## src/rtl/dtx_pkg.sv

```systemverilog
package dtx_pkg;
  typedef enum logic [2:0] {
    RES_OK    = 3'd0,
    RES_ACV   = 3'd1,
    RES_FLT   = 3'd2,
    RES_MISS  = 3'd3,
    RES_PMISS = 3'd4,
    RES_MCHK  = 3'd5
  } dtx_res_e;

  typedef enum logic [1:0] {
    MODE_KERN = 2'd0,
    MODE_EXEC = 2'd1,
    MODE_SUPV = 2'd2,
    MODE_USER = 2'd3
  } dtx_mode_e;

  localparam int CB_WR    = 0;
  localparam int CB_ACV   = 1;
  localparam int CB_FONR  = 2;
  localparam int CB_FONW  = 3;
  localparam int CB_MISS  = 4;
  localparam int CB_BADVA = 5;
  localparam int CB_W     = 6;

  localparam int N_CNT = 6;
  localparam int CI_RD_HIT  = 0;
  localparam int CI_RD_MISS = 1;
  localparam int CI_RD_VIOL = 2;
  localparam int CI_WR_HIT  = 3;
  localparam int CI_WR_MISS = 4;
  localparam int CI_WR_VIOL = 5;

  function automatic logic res_is_fault(dtx_res_e r);
    return (r == RES_ACV) || (r == RES_FLT) || (r == RES_MISS) || (r == RES_PMISS);
  endfunction
endpackage

```

## src/rtl/dtx_mode_sel.sv

```systemverilog
module dtx_mode_sel
  import dtx_pkg::*;
(
  input  logic      priv_pc_i,
  input  logic      alt_i,
  input  dtx_mode_e cur_mode_i,
  input  dtx_mode_e alt_mode_i,
  output dtx_mode_e eff_mode_o
);
  always_comb begin
    if (!priv_pc_i)  eff_mode_o = cur_mode_i;
    else if (alt_i)  eff_mode_o = alt_mode_i;
    else             eff_mode_o = MODE_KERN;
  end
endmodule

```

## src/rtl/dtx_classify.sv

```systemverilog
module dtx_classify
  import dtx_pkg::*;
#(
  parameter int VA_W     = 64,
  parameter int VA_IMPL  = 48,
  parameter int PG_BITS  = 13,
  parameter int PPN_W    = 31,
  parameter int SP_BIT   = 40,
  parameter logic [6:0] SP_TAG = 7'h7E,
  localparam int PA_W    = PPN_W + PG_BITS
) (
  input  logic [VA_W-1:0]  va_i,
  input  logic             wr_i,
  input  logic             pte_acc_i,
  input  logic             phys_i,
  input  dtx_mode_e        cur_mode_i,
  input  dtx_mode_e        eff_mode_i,
  input  logic             hit_i,
  input  logic [PPN_W-1:0] ppn_i,
  input  logic [3:0]       rd_en_i,
  input  logic [3:0]       wr_en_i,
  input  logic             fonr_i,
  input  logic             fonw_i,
  output dtx_res_e         res_o,
  output logic [PA_W-1:0]  pa_o,
  output logic [CB_W-1:0]  cause_o
);
  localparam int EXT_W = VA_W - VA_IMPL + 1;

  logic [EXT_W-1:0] va_ext;
  logic             va_ok;
  logic             in_window;
  logic             mode_rd_ok;
  logic             mode_wr_ok;

  assign va_ext     = va_i[VA_W-1:VA_IMPL-1];
  assign va_ok      = (&va_ext) | ~(|va_ext);
  assign in_window  = va_i[VA_IMPL-1:VA_IMPL-7] == SP_TAG;
  assign mode_rd_ok = rd_en_i[eff_mode_i];
  assign mode_wr_ok = wr_en_i[eff_mode_i];

  always_comb begin
    res_o   = RES_OK;
    pa_o    = '0;
    cause_o = '0;
    if (phys_i) begin
      pa_o = va_i[PA_W-1:0];
      if (|va_i[VA_W-1:PA_W]) res_o = RES_MCHK;
    end else if (!va_ok) begin
      res_o = RES_FLT;
      cause_o[CB_WR]    = wr_i;
      cause_o[CB_ACV]   = 1'b1;
      cause_o[CB_BADVA] = 1'b1;
    end else if (in_window) begin
      if (cur_mode_i != MODE_KERN) begin
        res_o = RES_ACV;
        cause_o[CB_WR]  = wr_i;
        cause_o[CB_ACV] = 1'b1;
      end else begin
        pa_o = {{(PA_W-SP_BIT){va_i[SP_BIT]}}, va_i[SP_BIT-1:0]};
      end
    end else if (!hit_i) begin
      res_o = pte_acc_i ? RES_PMISS : RES_MISS;
      cause_o[CB_WR]   = wr_i;
      cause_o[CB_MISS] = 1'b1;
    end else begin
      pa_o = {ppn_i, va_i[PG_BITS-1:0]};
      if (wr_i) begin
        // enable check outranks the fault-on bit
        if (!mode_wr_ok) begin
          res_o = RES_FLT;
          cause_o[CB_WR]   = 1'b1;
          cause_o[CB_ACV]  = 1'b1;
          cause_o[CB_FONW] = fonw_i;
        end else if (fonw_i) begin
          res_o = RES_FLT;
          cause_o[CB_WR]   = 1'b1;
          cause_o[CB_FONW] = 1'b1;
        end
      end else begin
        if (!mode_rd_ok) begin
          res_o = RES_ACV;
          cause_o[CB_ACV]  = 1'b1;
          cause_o[CB_FONR] = fonr_i;
        end else if (fonr_i) begin
          res_o = RES_FLT;
          cause_o[CB_FONR] = 1'b1;
        end
      end
    end
  end
endmodule

```

## src/rtl/dtx_fault_regs.sv

```systemverilog
module dtx_fault_regs
  import dtx_pkg::*;
#(
  parameter int VA_W    = 64,
  parameter int VA_IMPL = 48,
  parameter int PG_BITS = 13,
  localparam int VPN_W  = VA_IMPL - PG_BITS,
  localparam int STAT_W = 6 + 5 + CB_W
) (
  input  logic              clk_i,
  input  logic              rst_ni,
  input  logic              fault_i,
  input  logic              rd_va_i,
  input  logic [VA_W-1:0]   va_i,
  input  logic [CB_W-1:0]   cause_i,
  input  logic [5:0]        opcode_i,
  input  logic [4:0]        dst_reg_i,
  input  logic [VA_W-1:0]   ptbr_i,
  output logic [VA_W-1:0]   fault_va_o,
  output logic [STAT_W-1:0] mm_stat_o,
  output logic [VA_W-1:0]   va_form_o,
  output logic              lock_o
);
  logic             cap;
  logic [VPN_W-1:0] vpn;

  assign cap = fault_i & ~lock_o;
  assign vpn = va_i[VA_IMPL-1:PG_BITS];

  always_ff @(posedge clk_i or negedge rst_ni) begin
    if (!rst_ni) begin
      fault_va_o <= '0;
      mm_stat_o  <= '0;
      va_form_o  <= '0;
      lock_o     <= 1'b0;
    end else begin
      if (cap) begin
        fault_va_o <= va_i;
        mm_stat_o  <= {opcode_i, dst_reg_i, cause_i};
        va_form_o  <= ptbr_i | (VA_W'(vpn) << 3);
      end
      if (cap)          lock_o <= 1'b1;
      else if (rd_va_i) lock_o <= 1'b0;
    end
  end
endmodule

```

## src/rtl/dtx_counters.sv

```systemverilog
module dtx_counters #(
  parameter int N = 6,
  parameter int W = 16
) (
  input  logic                clk_i,
  input  logic                rst_ni,
  input  logic [N-1:0]        inc_i,
  output logic [N-1:0][W-1:0] cnt_o
);
  for (genvar g = 0; g < N; g++) begin : g_cnt
    always_ff @(posedge clk_i or negedge rst_ni) begin
      if (!rst_ni)       cnt_o[g] <= '0;
      else if (inc_i[g]) cnt_o[g] <= cnt_o[g] + W'(1);
    end
  end
endmodule

```

## src/rtl/dtx_unit.sv

```systemverilog
module dtx_unit
  import dtx_pkg::*;
#(
  parameter int VA_W    = 64,
  parameter int VA_IMPL = 48,
  parameter int PG_BITS = 13,
  parameter int PPN_W   = 31,
  parameter int ASN_W   = 8,
  parameter int CNT_W   = 16
) (
  input  logic                                 clk_i,
  input  logic                                 rst_ni,
  input  logic                                 req_i,
  input  logic [VA_W-1:0]                      va_i,
  input  logic                                 wr_i,
  input  logic                                 alt_i,
  input  logic                                 pte_acc_i,
  input  logic                                 phys_i,
  input  logic                                 priv_pc_i,
  input  logic [1:0]                           cur_mode_i,
  input  logic [1:0]                           alt_mode_i,
  input  logic [ASN_W-1:0]                     asn_i,
  input  logic [5:0]                           opcode_i,
  input  logic [4:0]                           dst_reg_i,
  input  logic [VA_W-1:0]                      ptbr_i,
  input  logic                                 rd_va_i,
  output logic [VA_IMPL-PG_BITS-1:0]           lk_vpn_o,
  output logic [ASN_W-1:0]                     lk_asn_o,
  input  logic                                 lk_hit_i,
  input  logic [PPN_W-1:0]                     lk_ppn_i,
  input  logic [3:0]                           lk_rd_en_i,
  input  logic [3:0]                           lk_wr_en_i,
  input  logic                                 lk_fonr_i,
  input  logic                                 lk_fonw_i,
  output logic                                 vld_o,
  output logic [2:0]                           res_o,
  output logic [PPN_W+PG_BITS-1:0]             pa_o,
  output logic [VA_W-1:0]                      fault_va_o,
  output logic [16:0]                          mm_stat_o,
  output logic [VA_W-1:0]                      va_form_o,
  output logic                                 lock_o,
  output logic [N_CNT-1:0][CNT_W-1:0]          cnt_o
);
  localparam int PA_W = PPN_W + PG_BITS;

  dtx_mode_e         eff_mode;
  dtx_res_e          res_d, res_q;
  logic [PA_W-1:0]   pa_d, pa_q;
  logic [CB_W-1:0]   cause;
  logic              vld_q;
  logic              is_hit, is_miss, is_viol;
  logic [N_CNT-1:0]  inc;

  assign lk_vpn_o = va_i[VA_IMPL-1:PG_BITS];
  assign lk_asn_o = asn_i;

  dtx_mode_sel u_mode (
    .priv_pc_i (priv_pc_i),
    .alt_i     (alt_i),
    .cur_mode_i(dtx_mode_e'(cur_mode_i)),
    .alt_mode_i(dtx_mode_e'(alt_mode_i)),
    .eff_mode_o(eff_mode)
  );

  dtx_classify #(
    .VA_W(VA_W), .VA_IMPL(VA_IMPL), .PG_BITS(PG_BITS), .PPN_W(PPN_W)
  ) u_cls (
    .va_i      (va_i),
    .wr_i      (wr_i),
    .pte_acc_i (pte_acc_i),
    .phys_i    (phys_i),
    .cur_mode_i(dtx_mode_e'(cur_mode_i)),
    .eff_mode_i(eff_mode),
    .hit_i     (lk_hit_i),
    .ppn_i     (lk_ppn_i),
    .rd_en_i   (lk_rd_en_i),
    .wr_en_i   (lk_wr_en_i),
    .fonr_i    (lk_fonr_i),
    .fonw_i    (lk_fonw_i),
    .res_o     (res_d),
    .pa_o      (pa_d),
    .cause_o   (cause)
  );

  dtx_fault_regs #(
    .VA_W(VA_W), .VA_IMPL(VA_IMPL), .PG_BITS(PG_BITS)
  ) u_fregs (
    .clk_i     (clk_i),
    .rst_ni    (rst_ni),
    .fault_i   (req_i & res_is_fault(res_d)),
    .rd_va_i   (rd_va_i),
    .va_i      (va_i),
    .cause_i   (cause),
    .opcode_i  (opcode_i),
    .dst_reg_i (dst_reg_i),
    .ptbr_i    (ptbr_i),
    .fault_va_o(fault_va_o),
    .mm_stat_o (mm_stat_o),
    .va_form_o (va_form_o),
    .lock_o    (lock_o)
  );

  assign is_hit  = (res_d == RES_OK) || (res_d == RES_MCHK);
  assign is_miss = (res_d == RES_MISS) || (res_d == RES_PMISS);
  assign is_viol = !is_hit && !is_miss;

  always_comb begin
    inc = '0;
    inc[CI_RD_HIT]  = req_i & ~wr_i & is_hit;
    inc[CI_RD_MISS] = req_i & ~wr_i & is_miss;
    inc[CI_RD_VIOL] = req_i & ~wr_i & is_viol;
    inc[CI_WR_HIT]  = req_i &  wr_i & is_hit;
    inc[CI_WR_MISS] = req_i &  wr_i & is_miss;
    inc[CI_WR_VIOL] = req_i &  wr_i & is_viol;
  end

  dtx_counters #(.N(N_CNT), .W(CNT_W)) u_cnt (
    .clk_i (clk_i),
    .rst_ni(rst_ni),
    .inc_i (inc),
    .cnt_o (cnt_o)
  );

  always_ff @(posedge clk_i or negedge rst_ni) begin
    if (!rst_ni) begin
      vld_q <= 1'b0;
      res_q <= RES_OK;
      pa_q  <= '0;
    end else begin
      vld_q <= req_i;
      if (req_i) begin
        res_q <= res_d;
        pa_q  <= pa_d;
      end
    end
  end

  assign vld_o = vld_q;
  assign res_o = res_q;
  assign pa_o  = pa_q;
endmodule

```

## config.mk

```make
export PLATFORM = sky130hd
export DESIGN_NAME = dtx_unit
export DESIGN_NICKNAME = d
export VERILOG_FILES = /design/src/rtl/dtx_pkg.sv /design/src/rtl/dtx_mode_sel.sv /design/src/rtl/dtx_classify.sv /design/src/rtl/dtx_fault_regs.sv /design/src/rtl/dtx_counters.sv /design/src/rtl/dtx_unit.sv
export SDC_FILE = /design/constraint.sdc
export NUM_CORES = 1
export LEC_CHECK = 0
export BUFFER_PORTS_ARGS = -buffer_cell sky130_fd_sc_hd__buf_4
export CAP_MARGIN = 25
export CORE_AREA = 4 4 203 205
export DETAILED_ROUTE_END_ITERATION = 10
export DIE_AREA = 0 0 207 209
export PLACE_DENSITY = 0.59
export SLEW_MARGIN = 20
export SYNTH_ARGS = -nofsm -noshare
export SYNTH_HDL_FRONTEND = slang
export SYNTH_SLANG_ARGS = --single-unit
```

## constraint.sdc

```tcl
create_clock -name clk_i -period 3 [get_ports clk_i]
set_input_delay 0.45 -clock clk_i [delete_from_list [all_inputs] [get_ports clk_i]]
set_output_delay 0.45 -clock clk_i [all_outputs]
set_load 0.01 [all_outputs]
```

---- Yosys cells after proc, flatten, opt, wreduce, memory -nomap -nowiden ----
Cells that the tools add are included.
Widths: inputs -> output; s select.
storage, ports and cells
  register bits ........................... 290
  bits of input ports ..................... 202
  output and inout bits ................... 333
  word-level logic and storage cells ...... 101
operators by class
  add/sub/neg operators ................... 6
  order comparisons ....................... 1
  equal/unequal tests ..................... 6
  muxes and demuxes ....................... 46
  bitwise operators ....................... 15
  reductions and logical operators ........ 14
operators with widths
  operator               number
  $mux 44                5
  $add 16x1->16 const B  6
  $or 64x38->64          1
  $mux 3                 12
  $reduce_or 20->1       1
  $mux 1                 19
  $reduce_and 17->1      1
  $reduce_or 17->1       1
  $mux 2                 7
  $and 1x1->1            10
  $eq 7x7->1 const B     1
  $eq 3x2->1 const B     2
  $eq 3x3->1 const B     2
  $mux 6                 1
  $logic_or 1x1->1       5
  $bmux 1 s2             2
  $reduce_bool 2->1      2
  $eq 3x1->1 const B     1
  $logic_not 3->1        1
  $lt 2x3->1 const B     1
  $not 1->1              3
  $logic_not 1->1        2
  $logic_and 1x1->1      1
  $or 1x1->1             1

---- Longest topological paths before layout ----
  depth in word-level cells ............... 17
  mapped depth ............................ 11
  depth with buffers taken out ............ 8

---- By module ----
A second synthesis with hierarchy kept.
second synthesis, totals
  cell total of the unflattened synthesis .. 1104
  area, all modules ....................... 13565.5 sq um
by module, submodules not included
  module          times used  cells each  area an instance (sq um)  sequential area each (sq um)
  dtx_fault_regs  1           380         5683.0                    3653.5
  dtx_counters    1           339         4095.2                    2402.3
  dtx_unit        1           160         2439.8                    1201.2
  dtx_classify    1           219         1320.0                    0.0
  dtx_mode_sel    1           6           27.5                      0.0

---- Least setup slack after synthesis ----
No wires, ideal clock.
  kind .................................... input-to-reg
  start point ............................. in priv_pc_i
  end point ............................... reg u_fregs.mm_stat_o[1]
  library setup time ...................... 0.127 ns
  arrival ................................. 2.739 ns
  required time ........................... 2.873 ns
  path slack .............................. 0.133 ns
  cell stages on the path ................. 10
  path buffers ............................ 3
  path through ............................ clkbuf_2 nand2b_1 nand2_1 mux2_2 o311ai_1 a21oi_1 a21oi_2 buf_4 buf_6 mux2_1
between the ends
  longest elaborated chain between the ends .. 15
  elaborated cells on any way between the ends .. 28
  classes of those cells .................. eq/ne: 4; mux: 19; bitwise: 2; reduce/logical: 3
RTL lines
  what                                      RTL line                                source
  from (decl)                               dtx_unit.sv:19                          input logic priv_pc_i,
  $mux 2 (*)                                dtx_mode_sel.sv:11                      if (!priv_pc_i) eff_mode_o = cur_mode_i;
  $bmux 1 s2, on equally long branches      dtx_classify.sv:39, dtx_classify.sv:40
  $mux 1, on equally long branches          dtx_classify.sv:39, dtx_classify.sv:40
  $mux 3, on equally long branches          dtx_classify.sv:81, dtx_classify.sv:70
  $mux 3                                    dtx_classify.sv:68                      if (wr_i) begin
  $mux 3                                    dtx_classify.sv:62                      end else if (!hit_i) begin
  $mux 3                                    dtx_classify.sv:54                      end else if (in_window) begin
  $mux 3                                    dtx_classify.sv:49                      end else if (!va_ok) begin
  $mux 3                                    dtx_classify.sv:46                      if (phys_i) begin
  $eq 3x1->1 or $eq 3x2->1 (tied branches)  dtx_pkg.sv:35                           return (r == RES_ACV) || (r == RES_FLT) || (r == RES_MISS) || (r == RES_PMISS);
  $logic_or 1x1->1 (3 in series)            dtx_pkg.sv:35
  $and 1x1->1                               dtx_unit.sv:90                          .fault_i (req_i & res_is_fault(res_d)),
  $and 1x1->1                               dtx_fault_regs.sv:27                    assign cap = fault_i & ~lock_o;
  to (signal assigned)                      dtx_fault_regs.sv:39                    mm_stat_o <= {opcode_i, dst_reg_i, cause_i};
  to (decl)                                 dtx_fault_regs.sv:20                    output logic [STAT_W-1:0] mm_stat_o,
Mark *: on every way between the ends. The rest lies on a longest branch, timed or not. The select of a mux whose other input is x is not followed.
A chain may end at the register's enable or synchronous reset.

---- Final worst setup path ----
  start point ............................. in va_i[47]
  end point ............................... reg u_fregs.fault_va_o[2]
between the ends
  longest elaborated chain between the ends .. 11
  elaborated cells on any way between the ends .. 19
  classes of those cells .................. eq/ne: 5; mux: 4; bitwise: 4; reduce/logical: 6
RTL lines
  what                                      RTL line              source
  from (decl)                               dtx_unit.sv:14        input logic [VA_W-1:0] va_i,
  $reduce_or 17->1                          dtx_classify.sv:37    assign va_ok = (&va_ext) | ~(|va_ext);
  $not 1->1                                 dtx_classify.sv:37
  $or 1x1->1                                dtx_classify.sv:37
  $mux 3                                    dtx_classify.sv:49
  $mux 3 (*)                                dtx_classify.sv:46
  $eq 3x1->1 or $eq 3x2->1 (tied branches)  dtx_pkg.sv:35
  $logic_or 1x1->1 (2 in series)            dtx_pkg.sv:35
  $logic_or 1x1->1 (*)                      dtx_pkg.sv:35
  $and 1x1->1 (*)                           dtx_unit.sv:90
  $and 1x1->1 (*)                           dtx_fault_regs.sv:27
  to (signal assigned)                      dtx_fault_regs.sv:38  fault_va_o <= va_i;
  to (decl)                                 dtx_fault_regs.sv:19  output logic [VA_W-1:0] fault_va_o,
Mark *: on every way between the ends. The rest lies on a longest branch, timed or not.

==> PnR_summary.wiki <==
{| class="wikitable"
! Metric !! Value
|-
| Outcome || finished, final reports clean
|-
| Slew of the pin with the lowest slew margin || 658 ps
|-
| Arithmetic-cell share of the synthesized area counting full adders, half adders and majority gates || 0.00594
|-
| Type of the most critical hold path || in2reg
|-
| Required @ worst endpoint || 3400 ps
|-
| Cells traversed along the worst timing path || buf_4, nor4_1, nand4_1, or4_1, buf_4, a211oi_2, a21oi_1, a21oi_4, buf_12, buf_12, mux2_2
|-
| FP Rows || 73
|-
| Worst Hold Slack || 109 ps
|-
| Count of pins on the block boundary || 535
|-
| Net Sw Frac || 0.288
|-
| Final GP Congestion || 0.870
|-
| Final hold viol count || 0
|-
| Total Routed Length || 44,700 um
|-
| Worst setup endpoint || u_fregs.fault_va_o[2]
|-
| Yosys warning total || 0
|-
| Number of design-rule violations left by the first detailed-router iteration || 436
|-
| Smallest setup slack after layout || 221 ps
|-
| Area growth from synthesis to final layout || 47.6%
|-
| Count of input and output buffers || 518
|-
| Area post-placement || 17,500 um2
|-
| Net count, final || 1,868
|-
| Startpoint of the most critical register-to-register path || u_cnt.cnt_o[67]
|-
| First-pass GRT wire length || 68,100 um
|-
| Fraction of the core area covered by cells at the end of the flow || 0.473
|-
| Power Density || 657 nW/um2
|-
| Register share of total power || 0.414
|-
| Shortest clock period the worst path allows after layout || 2780 ps
|-
| Part of the power in the clock network || 0.341
|-
| Most frequent cells in the layout || 596 x buf_4, 290 x dfrtp_1, 131 x nor2_1, 79 x mux2_2, 73 x a21oi_1
|-
| Antenna violations before repair || 1
|-
| Reg2reg setup slack || 1160 ps
|-
| Logic depth of the worst setup path including buffers || 11
|-
| Type of destination of the critical path || flop
|-
| Synth top area share || 0.574
|-
| Synth Area per Inst || 11.5 um2
|-
| Detailed Routing Iterations Pass 1 || 5
|-
| Congestion Overflow GR || 0
|-
| Main combinational cell family by area after synthesis || simple AND/OR/NAND/NOR gates
|-
| Number of setup violations in the final report || 0
|-
| Residual DRC || 0
|-
| Cell type with the largest total area after synthesis || dfrtp_1
|-
| Via count || 10,469
|-
| Clock-pin slew reported for the worst setup and hold paths after clock tree synthesis || 70 ps
|-
| Syn Inst Count || 1,098
|-
| Top Family by Delay on Critical Path || simple AND/OR/NAND/NOR gates
|-
| Leakage power figure || 8.89 nW
|-
| Fraction of the yosys area taken by sequential cells || 0.574
|-
| Startpoint type of the worst setup path || input port
|-
| Asr flop ratio synth || 1.00
|-
| Starting density of the core || 0.321
|-
| Most common cell after layout, fill and taps aside || buf_4
|-
| Number of violations of the max-capacitance limit || 0
|-
| Number of inserted filler cells in the final layout || 3,735
|-
| CP arrival || 3180 ps
|-
| Highest-delay cell along the critical path || or4_1
|-
| Post-Layout Inst Area || 18,700 um2
|-
| Multiplexer area fraction after synthesis || 0.102
|-
| Sum of net half-perimeters after detailed placement || 34,600 um
|-
| Timing startpoint of the critical path || va_i[47]
|-
| CTS buffer count || 35
|-
| Longest Clk Path Bufs || 3
|-
| P_sw || 0.00353 W
|-
| Number of nets produced by synthesis || 1,306
|-
| Setup Slack @ Placement || -322 ps
|-
| Chip Width || 207 um
|-
| Unrepaired setup endpoints after global routing || no
|-
| Clock Root Buffer || clkbuf_16
|-
| Clock latency reported for the late side of the worst-skew pair || 530 ps
|-
| Crit-path max FO || 20
|-
| TritonCTS sink count || 290
|-
| Vias per cell || 4.74
|-
| Internal Pwr Total || 0.00873 W
|-
| Xor and xnor fraction of the mapped netlist area || 0.0623
|-
| Worst Skew || 18.6 ps
|-
| Count of cells along the worst hold path || 2
|-
| Compound-gate portion of the synthesized area || 0.0758
|-
| Primary FF master, synth || dfrtp_1
|-
| Max rail drop VDD || 0.000411 V
|-
| Number of antenna-violating nets in the routed design || 0
|-
| Post-synthesis instance area || 12,600 um2
|-
| Pin count of the biggest net entering global routing || 74
|-
| Critical path's largest stage delay || 560 ps
|-
| Crit path kind || in2reg
|-
| Clock tree from TritonCTS || built
|-
| Total routing resource utilization after global routing || 0.200
|-
| Max-slew violations || 0
|-
| FF-to-FF End || u_cnt.cnt_o[79]
|-
| Part of the cycle the worst path needs || 0.926
|-
| Die height || 209 um
|-
| Number of cells on the worst reg-to-reg path || 7
|-
| Count of flip-flops with a built-in enable after synthesis || 0
|-
| Synthesis-stage register bit count || 290
|-
| Area contributors post-synth || dfrtp_1 57%, mux2_2 7.0%, xnor2_1 4.2%
|-
| Max transition margin || 0.552
|-
| Fraction of layout instances using a drive strength above 1 || 0.453
|-
| H-tree levels || 2
|-
| Comb power frac || 0.245
|-
| Post-Synth Simple-Gate Area || 0.129
|-
| Vias in the first global route || 11,057
|-
| Count of buffers added by post-CTS timing repair for setup || 0
|-
| Maximum clock frequency || 0.360 GHz
|-
| Average routed wire per standard cell || 20.2 um
|-
| Diodes inserted || 0
|-
| Synth unique cells || 60
|-
| Area of the core || 39,500 um2
|-
| Worst path buffer plus inverter count || 4
|-
| DIE AREA || 43,300 um2
|-
| Total power || 0.0123 W
|}
-- repair_timing --
action                                  CTS  global route
hold buffers                              1             0
hold endpoints to repair                 66             0
gates resized for setup                   0             0
endpoints found under the setup margin    0             0
-- logic make-up (layout without fill, tap and decap cells) --
group                    count (synthesis)  in the layout
buffers and inverters                  109            694
AND/OR/NAND/NOR                        340            340
flip-flops                             290            290
adder cells (fa/ha/maj)                  6              6
XOR/XNOR                                90             90
AO/OA/AOI/OAI                          149            149
multiplexers                           114            114
-- synth_stat cells (all sizes together), types with 7 or more instances --
library cell,instances
inv,22
clkbuf,18
buf,69
nor2,132
and2,7
xnor2,61
xor2,29
nand4,32
o21ai,20
dfrtp,290
nand2,57
mux2,113
nand3,48
nor4,10
a21oi,75
nor3,18
and3,16
a22oi,32
-- worst min path at each step --
stage	startpoint	end	slack [ps]
after CTS	rd_va_i	u_fregs.lock_o	60
after global placement	u_cnt.cnt_o[47]	u_cnt.cnt_o[47]	460
after floorplan	rst_ni	pa_o[0]	150
final	rd_va_i	u_fregs.lock_o	110
after detailed placement	u_cnt.cnt_o[47]	u_cnt.cnt_o[47]	470
after global routing	rd_va_i	u_fregs.lock_o	70
-- metrics by stage --
stage	cells	TNS (ps)
2_1_floorplan	1098	0
3_3_place_gp	2147	-31490
3_5_place_dp	2147	-42600
4_1_cts	2208	0
5_1_grt	2208	0
6_report	2208	0
-- state kept, by name, summed over array words and instances (netlist names) --
name / count
u_fregs.fault_va_o: 64
res_o: 3
u_fregs.mm_stat_o: 17
u_cnt.cnt_o: 96
u_fregs.va_form_o: 64
vld_o: 1
u_fregs.lock_o: 1
pa_o: 44
-- final cells by class --
| class | instances | area [um2] | share of cell area |
|---|---|---|---|
| Inverter | 22 | 82.6 | 0.00442 |
| Multi-Input combinational cell | 699 | 4750 | 0.255 |
| Clock inverter | 8 | 72.6 | 0.00389 |
| Sequential cell | 290 | 7260 | 0.389 |
| Clock buffer | 52 | 1060 | 0.0569 |
| Timing Repair Buffer | 612 | 4780 | 0.256 |
| Tap cell | 525 | 657 | 0.0352 |
-- metal layers --
| layer | vias up | part of all wire | wire length (um) | track usage |
|---|---|---|---|---|
| met5 | - | 0.00040 | 18 | 0 |
| met4 | 2 | 0.024 | 1070 | 0.0545 |
| met3 | 61 | 0.070 | 3150 | 0.0604 |
| met2 | 376 | 0.50 | 22500 | 0.344 |
| met1 | 5117 | 0.40 | 18000 | 0.246 |
| li1 | 4913 | - | - | - |
-- power by group through the flow --
stage               clock network, W  logic [W]  registers [W]
floorplan                          0   0.000899        0.00535
global placement                   0    0.00301        0.00511
detailed placement                 0    0.00306        0.00513
CTS                          0.00432    0.00306        0.00508
global route                 0.00449    0.00324        0.00517
finish                       0.00419    0.00300        0.00508
Note: power is estimated with default switching activity, not from simulation.
